--- src/rtl/adc_corr_pkg.sv ---
package adc_corr_pkg;

   // Clock phase on which a stage presents its code.
   typedef enum logic {
      PH_RISE = 1'b0,
      PH_FALL = 1'b1
   } phase_e;

   // Rising-edge cycle (relative to the sample edge) at which stage idx
   // first sits in a rising-edge register.
   function automatic int realign_cycle(input int idx);
      return (idx + 1) / 2;
   endfunction

   // Cycle at which every stage of one sample is aligned.
   function automatic int align_target(input int n_stages);
      return n_stages / 2;
   endfunction

   // Rising edges from sample capture to the output register.
   function automatic int word_latency(input int n_stages);
      return n_stages / 2 + 1;
   endfunction

endpackage

--- src/rtl/adc_stage_capture.sv ---
module adc_stage_capture
   import adc_corr_pkg::*;
#(
   parameter int     CODE_W = 4,
   parameter phase_e PHASE  = PH_RISE,
   parameter int     EXTRA  = 0
)(
   input  logic              clk,
   input  logic              rst_n,
   input  logic [CODE_W-1:0] code_i,
   input  logic              vld_i,
   output logic [CODE_W-1:0] code_o,
   output logic              vld_o
);

   logic [CODE_W-1:0] first_code;
   logic              first_vld;

   generate
      if (CODE_W < 1) begin : g_bad_width
         $error("adc_stage_capture: CODE_W must be positive");
      end
      if (EXTRA < 0) begin : g_bad_extra
         $error("adc_stage_capture: EXTRA must not be negative");
      end

      if (PHASE == PH_FALL) begin : g_fall
         logic [CODE_W-1:0] half_code;
         logic              half_vld;

         always_ff @(negedge clk or negedge rst_n) begin
            if (!rst_n) begin
               half_code <= '0;
               half_vld  <= 1'b0;
            end else begin
               half_code <= code_i;
               half_vld  <= vld_i;
            end
         end

         always_ff @(posedge clk or negedge rst_n) begin
            if (!rst_n) begin
               first_code <= '0;
               first_vld  <= 1'b0;
            end else begin
               first_code <= half_code;
               first_vld  <= half_vld;
            end
         end
      end else begin : g_rise
         always_ff @(posedge clk or negedge rst_n) begin
            if (!rst_n) begin
               first_code <= '0;
               first_vld  <= 1'b0;
            end else begin
               first_code <= code_i;
               first_vld  <= vld_i;
            end
         end
      end

      if (EXTRA == 0) begin : g_no_delay
         assign code_o = first_code;
         assign vld_o  = first_vld;
      end else begin : g_delay
         logic [CODE_W-1:0] line_code [EXTRA];
         logic              line_vld  [EXTRA];

         always_ff @(posedge clk or negedge rst_n) begin
            if (!rst_n) begin
               for (int k = 0; k < EXTRA; k++) begin
                  line_code[k] <= '0;
                  line_vld[k]  <= 1'b0;
               end
            end else begin
               line_code[0] <= first_code;
               line_vld[0]  <= first_vld;
               for (int k = 1; k < EXTRA; k++) begin
                  line_code[k] <= line_code[k-1];
                  line_vld[k]  <= line_vld[k-1];
               end
            end
         end

         assign code_o = line_code[EXTRA-1];
         assign vld_o  = line_vld[EXTRA-1];
      end
   endgenerate

endmodule

--- src/rtl/adc_code_merge.sv ---
module adc_code_merge #(
   parameter int N_STAGES = 4,
   parameter int CODE_W   = 4,
   parameter int SHIFT    = 3,
   parameter int OUT_W    = 12,
   parameter int OFFSET   = 292
)(
   input  logic [N_STAGES*CODE_W-1:0] codes_i,
   output logic [OUT_W-1:0]           word_o
);

   localparam int ACC_W = CODE_W + SHIFT * (N_STAGES - 1) + 1;
   localparam int DIF_W = ACC_W + 1;

   localparam logic signed [DIF_W-1:0] OFS_S = DIF_W'(OFFSET);
   localparam logic signed [DIF_W-1:0] TOP_S = DIF_W'((2 ** OUT_W) - 1);

   logic [ACC_W-1:0]        term [N_STAGES];
   logic [ACC_W-1:0]        acc;
   logic signed [DIF_W-1:0] diff;

   generate
      if (ACC_W <= OUT_W) begin : g_bad_acc
         $error("adc_code_merge: accumulator narrower than output");
      end
      for (genvar s = 0; s < N_STAGES; s++) begin : g_term
         assign term[s] = ACC_W'(codes_i[s*CODE_W +: CODE_W]) << (SHIFT * (N_STAGES - 1 - s));
      end
   endgenerate

   always_comb begin
      acc = '0;
      for (int s = 0; s < N_STAGES; s++) begin
         acc = acc + term[s];
      end
   end

   always_comb begin
      diff = $signed({1'b0, acc}) - OFS_S;
      if (diff < 0) begin
         word_o = '0;
      end else if (diff > TOP_S) begin
         word_o = '1;
      end else begin
         word_o = diff[OUT_W-1:0];
      end
   end

endmodule

--- src/rtl/adc_out_reg.sv ---
module adc_out_reg #(
   parameter int OUT_W = 12
)(
   input  logic             clk,
   input  logic             rst_n,
   input  logic [OUT_W-1:0] word_i,
   input  logic             vld_i,
   output logic [OUT_W-1:0] word_o,
   output logic             vld_o
);

   always_ff @(posedge clk or negedge rst_n) begin
      if (!rst_n) begin
         word_o <= '0;
         vld_o  <= 1'b0;
      end else begin
         vld_o <= vld_i;
         if (vld_i) begin
            word_o <= word_i;
         end
      end
   end

endmodule

--- src/rtl/pipe_adc_corrector.sv ---
module pipe_adc_corrector
   import adc_corr_pkg::*;
#(
   parameter int N_STAGES = 4,
   parameter int CODE_W   = 4,
   parameter int SHIFT    = 3,
   parameter int OUT_W    = 12,
   parameter int OFFSET   = 292
)(
   input  logic                       clk,
   input  logic                       rst_n,
   input  logic [N_STAGES*CODE_W-1:0] stg_code_i,
   input  logic [N_STAGES-1:0]        stg_vld_i,
   output logic [OUT_W-1:0]           dout,
   output logic                       dout_vld
);

   localparam int ALIGN_AT = align_target(N_STAGES);

   logic [N_STAGES*CODE_W-1:0] aligned_code;
   logic [N_STAGES-1:0]        aligned_vld;
   logic [OUT_W-1:0]           merged_word;

   generate
      if (N_STAGES < 2) begin : g_bad_stages
         $error("pipe_adc_corrector: at least two stages needed");
      end
      if (SHIFT >= CODE_W || SHIFT < 1) begin : g_bad_shift
         $error("pipe_adc_corrector: SHIFT must leave a redundant bit");
      end
      if (OUT_W > CODE_W + SHIFT * (N_STAGES - 1)) begin : g_bad_out
         $error("pipe_adc_corrector: OUT_W exceeds resolved bits");
      end
      if (OFFSET < 0) begin : g_bad_offset
         $error("pipe_adc_corrector: OFFSET must not be negative");
      end

      for (genvar s = 0; s < N_STAGES; s++) begin : g_stage
         adc_stage_capture #(
            .CODE_W (CODE_W),
            .PHASE  ((s % 2 == 1) ? PH_FALL : PH_RISE),
            .EXTRA  (ALIGN_AT - realign_cycle(s))
         ) cap_i (
            .clk    (clk),
            .rst_n  (rst_n),
            .code_i (stg_code_i[s*CODE_W +: CODE_W]),
            .vld_i  (stg_vld_i[s]),
            .code_o (aligned_code[s*CODE_W +: CODE_W]),
            .vld_o  (aligned_vld[s])
         );
      end
   endgenerate

   adc_code_merge #(
      .N_STAGES (N_STAGES),
      .CODE_W   (CODE_W),
      .SHIFT    (SHIFT),
      .OUT_W    (OUT_W),
      .OFFSET   (OFFSET)
   ) merge_i (
      .codes_i (aligned_code),
      .word_o  (merged_word)
   );

   adc_out_reg #(
      .OUT_W (OUT_W)
   ) out_i (
      .clk    (clk),
      .rst_n  (rst_n),
      .word_i (merged_word),
      .vld_i  (&aligned_vld),
      .word_o (dout),
      .vld_o  (dout_vld)
   );

endmodule

--- config.mk ---
export PLATFORM = sky130hd
export DESIGN_NAME = pipe_adc_corrector
export DESIGN_NICKNAME = d
export VERILOG_FILES = /design/src/rtl/adc_corr_pkg.sv /design/src/rtl/adc_stage_capture.sv /design/src/rtl/adc_code_merge.sv /design/src/rtl/adc_out_reg.sv /design/src/rtl/pipe_adc_corrector.sv
export SDC_FILE = /design/constraint.sdc
export NUM_CORES = 1
export LEC_CHECK = 0
export BUFFER_PORTS_ARGS = -buffer_cell sky130_fd_sc_hd__buf_2
export CAP_MARGIN = 15
export CELL_PAD_IN_SITES_DETAIL_PLACEMENT = 0
export CELL_PAD_IN_SITES_GLOBAL_PLACEMENT = 2
export CORE_AREA = 2 2 80 82
export DETAILED_ROUTE_END_ITERATION = 10
export DIE_AREA = 0 0 82 84
export GPL_ROUTABILITY_DRIVEN = 0
export PLACE_DENSITY_LB_ADDON = 0.25
export SLEW_MARGIN = 20
export SYNTH_ARGS = -nofsm -noshare
export SYNTH_HDL_FRONTEND = slang
export SYNTH_SLANG_ARGS = --single-unit
--- constraint.sdc ---
create_clock -name clk -period 4.2 [get_ports clk]
set_clock_uncertainty 0.1 [all_clocks]
set_input_delay 0.84 -clock clk [delete_from_list [all_inputs] [get_ports clk]]
set_output_delay 0.84 -clock clk [all_outputs]
set_load 0.02 [all_outputs]
==> impl_metrics.ini <==
[clock_tree]
cts_buffer_depth = 2
cts_buffers = 9
path_clk_slew_ns = 0.07
cts_hold_buffers = 0
tritoncts = yes
clk_latency_ns = 0.33
post_cts_buffers = 0
cts_root_buf = clkbuf_8
cts_max_level = 3
cts_resized = 0
clock-sinks = 63

[timing]
min_period_ns = 2.961
timing.fmax_mhz = 337.7
fin_crit_sh_pct = 70.51
slew_violations = 0
hold_viol_final = 0
rsz0062_at_grt = false
slew_headroom_pct = 33.24
finalSetupViolCount = 0
setup_tns_ns = 0
worst_slew_pin_slew_ns = 1.000
whs_ns = 0.2468

[power_and_ir_drop]
p_leak_nw = 1.369
p_int_w = 0.001036
sw_frac_of_total_pct = 26.17
power.share.sequential_pct = 48.9
combPwrFrac_pct = 15.1
vdd_drop_max_uv = 256.5
power_frac_clock_pct = 36.0
p_sw_w = 0.0003671
power_density_nw_per_um2 = 486.3

[yosys]
syn_area_um2 = 2404
synthAdderAreaFrac_pct = 7.600
muxShareOfSynthArea_pct = 0.8850
synth_xor_area_share_pct = 1.093
synth_top_family_by_area = compound AO/OA/AOI/OAI gates
syn-instance-count = 188
synth_cell_type_count = 38
syn_nets = 224
ys_ff_latch = 63
syn_avg_cell_area_um2 = 12.78
ys_async_sr_fraction_pct = 100.0
synth_top_flop_cell = dfrtp_1
synth-compound-area-share_pct = 10.88
synth_edf_count = 0
yosys_warnings = 0
synth.yosys.seq_area_share_pct = 65.59
synth-simple-area-share_pct = 9.891

[worst_setup_path]
critical_path.max_fanout = 12
r2r_start = g_stage[2].cap_i.code_o[0]$_DFF_PN0_
cp-start-kind = flip-flop
crit_chain = inv_1 > ha_1 > inv_1 > ha_1 > inv_1 > fa_1 > nor2b_1 > or4_1 > mux2_2 > nor4b_4 > o32ai_1
reg2reg_slack_ns = 1.24
r2r_end = out_i.word_o[9]$_DFFE_PN0P_
crit_slowest_cell = nor4b_4
crit_top_cell = inv_1
criticalPathCategory = flip-flop to flip-flop
required_ns = 4.27
cp.arrival_ns = 3.04
max_stage_delay_ns = 0.59
critPathBufInv = 3
critical_path.top_delay_family = simple AND/OR/NAND/NOR gates
crit_path_end_kind = flip-flop
ff2ff_path_depth = 11

[min_path]
hp-class = flip-flop to flip-flop
whs_endpoint = g_stage[1].cap_i.code_o[0]$_DFF_PN0_
hold_path.startpoint = g_stage[1].cap_i.first_code[0]$_DFF_PN0_
min_path_cells = 0

[die]
start_util_pct = 39.43
dieWidth_um = 82
core_region_area_um2 = 6096
num_rows = 29
die_area_um2 = 6888
die_h_um = 84
io_pins = 35

[routing]
wl_per_cell_um = 12.58
routed_wl_um = 3989
drtPass1Iterations = 4
via_per_inst = 4.662
ant_nets = 0
drcViolationCount = 0
drt_iter0_drc = 55
vias = 1478

[layout]
area_growth_pct = 20.04
final_cell_mix = dfrtp_1 (53), buf_2 (34), inv_1 (19)
layout-drive-gt1-share_pct = 24.17
final_common_cell = dfrtp_1
antennaDiodeCount = 0
nets = 271

[status]
run_status = completed

[placed_design]
portBuffers = 34
dp.final_hpwl_um = 2839

[flow_run]
maxCapViolCount = 0

[global_routing]
grt_overflow = 0
grt_max_degree = 23
antenna_found_initial = 0
grt_usage_pct = 13.46
grt_pass1_wl_um = 6651
first_global_vias = 1453
-- sequential cells by signal (all words and copies together), names as in the netlist --
name / cells
g_stage.cap_i.code_o: 16
g_stage.cap_i.first_code: 12
g_stage.cap_i.first_vld: 3
g_stage.cap_i.g_delay.line_code: 4
g_stage.cap_i.g_delay.line_vld: 1
g_stage.cap_i.g_fall.half_code: 8
g_stage.cap_i.g_fall.half_vld: 2
g_stage.cap_i.vld_o: 4
out_i.vld_o: 1
out_i.word_o: 12
-- layer usage --
layer	vias up	GRT usage [%]	routed length [um]
li1	737	-	-
met1	699	16.57	1798
met2	36	19.66	1896
met3	6	6.169	238
met4	0	6.818	56
met5	-	0	0
-- stage by stage --
| stage | cell area, um^2 | setup WS [ns] | std cells | utilization, % | total power (W) |
|---|---|---|---|---|---|
| after detailed placement | 2693 | 0.8660 | 301 | 44.17 | 0.0009133 |
| final | 2885 | 1.239 | 317 | 47.33 | 0.001403 |
| after CTS | 2885 | 1.215 | 317 | 47.33 | 0.001429 |
| after floorplan | 2404 | 1.016 | 188 | - | 0.0008332 |
| after global routing | 2885 | 0.9854 | 317 | 47.33 | 0.001489 |
| after global placement | 2693 | 0.8766 | 301 | 44.17 | 0.0009088 |
-- kinds of logic (layout without fill, tap and decap cells) --
logic type                 Yosys count  in the layout
and+or+nand+nor                     42             42
AOI/OAI and AO/OA                   40             40
adders and majority gates           14             14
DFF                                 63             63
buffers and inverters               24             76
xor gates and xnor gates             3              3
muxes                                2              2
-- synth_stat cells (2+ instances only) --
| cell | count | area share (%) |
|---|---|---|
| a22oi_1 | 4 | 1.2 |
| dfrtn_1 | 10 | 10 |
| o211ai_1 | 9 | 2.8 |
| nor2b_1 | 4 | 1.0 |
| o21ai_1 | 2 | 0.42 |
| o21ai_0 | 7 | 1.5 |
| nand2_1 | 8 | 1.2 |
| nand3_1 | 6 | 1.2 |
| clkbuf_1 | 3 | 0.47 |
| nor3_1 | 2 | 0.42 |
| nand2b_1 | 2 | 0.52 |
| ha_1 | 13 | 6.8 |
| nand3b_1 | 4 | 1.2 |
| o32ai_1 | 2 | 0.73 |
| a21oi_1 | 9 | 1.9 |
| inv_1 | 19 | 3.0 |
| nor2_1 | 9 | 1.4 |
| dfrtp_1 | 53 | 55 |
| a21o_1 | 2 | 0.62 |
| xor2_1 | 2 | 0.73 |
-- layout make-up --
cell class / instances / area, um^2
clock buffers: 12 / 145.1
clock inverters: 4 / 47.55
fillers: 587 / 3211
inverters: 20 / 75.07
multi-input cells: 101 / 729.5
flip-flops and latches: 63 / 1577
well taps: 77 / 96.34
repair buffers: 40 / 215.2
-- worst max-delay path by stage --
stage	startpoint	end	depth (start not counted)
after global routing	g_stage[2].cap_i.code_o[0]$_DFF_PN0_	out_i.word_o[2]$_DFFE_PN0P_	11
after global placement	rst_n	g_stage[3].cap_i.g_fall.half_code[1]$_DFF_NN0_	1
after CTS	rst_n	g_stage[1].cap_i.g_fall.half_code[2]$_DFF_NN0_	1
final	g_stage[2].cap_i.code_o[0]$_DFF_PN0_	out_i.word_o[9]$_DFFE_PN0P_	11
after detailed placement	rst_n	g_stage[1].cap_i.g_fall.half_vld$_DFF_NN0_	1
after floorplan	stg_code_i[4]	g_stage[1].cap_i.g_fall.half_code[0]$_DFF_NN0_	0
-- power groups by stage --
stage	sequential (W)	clock, W	combinational, W
3_3_place_gp	0.000696	0	0.000213
3_5_place_dp	0.000698	0	0.000215
4_1_cts	0.000687	0.000526	0.000216
2_1_floorplan	0.000737	0	0.0000959
6_report	0.000686	0.000505	0.000212
5_1_grt	0.000693	0.000557	0.000239
(Power assumes the default switching activity.)
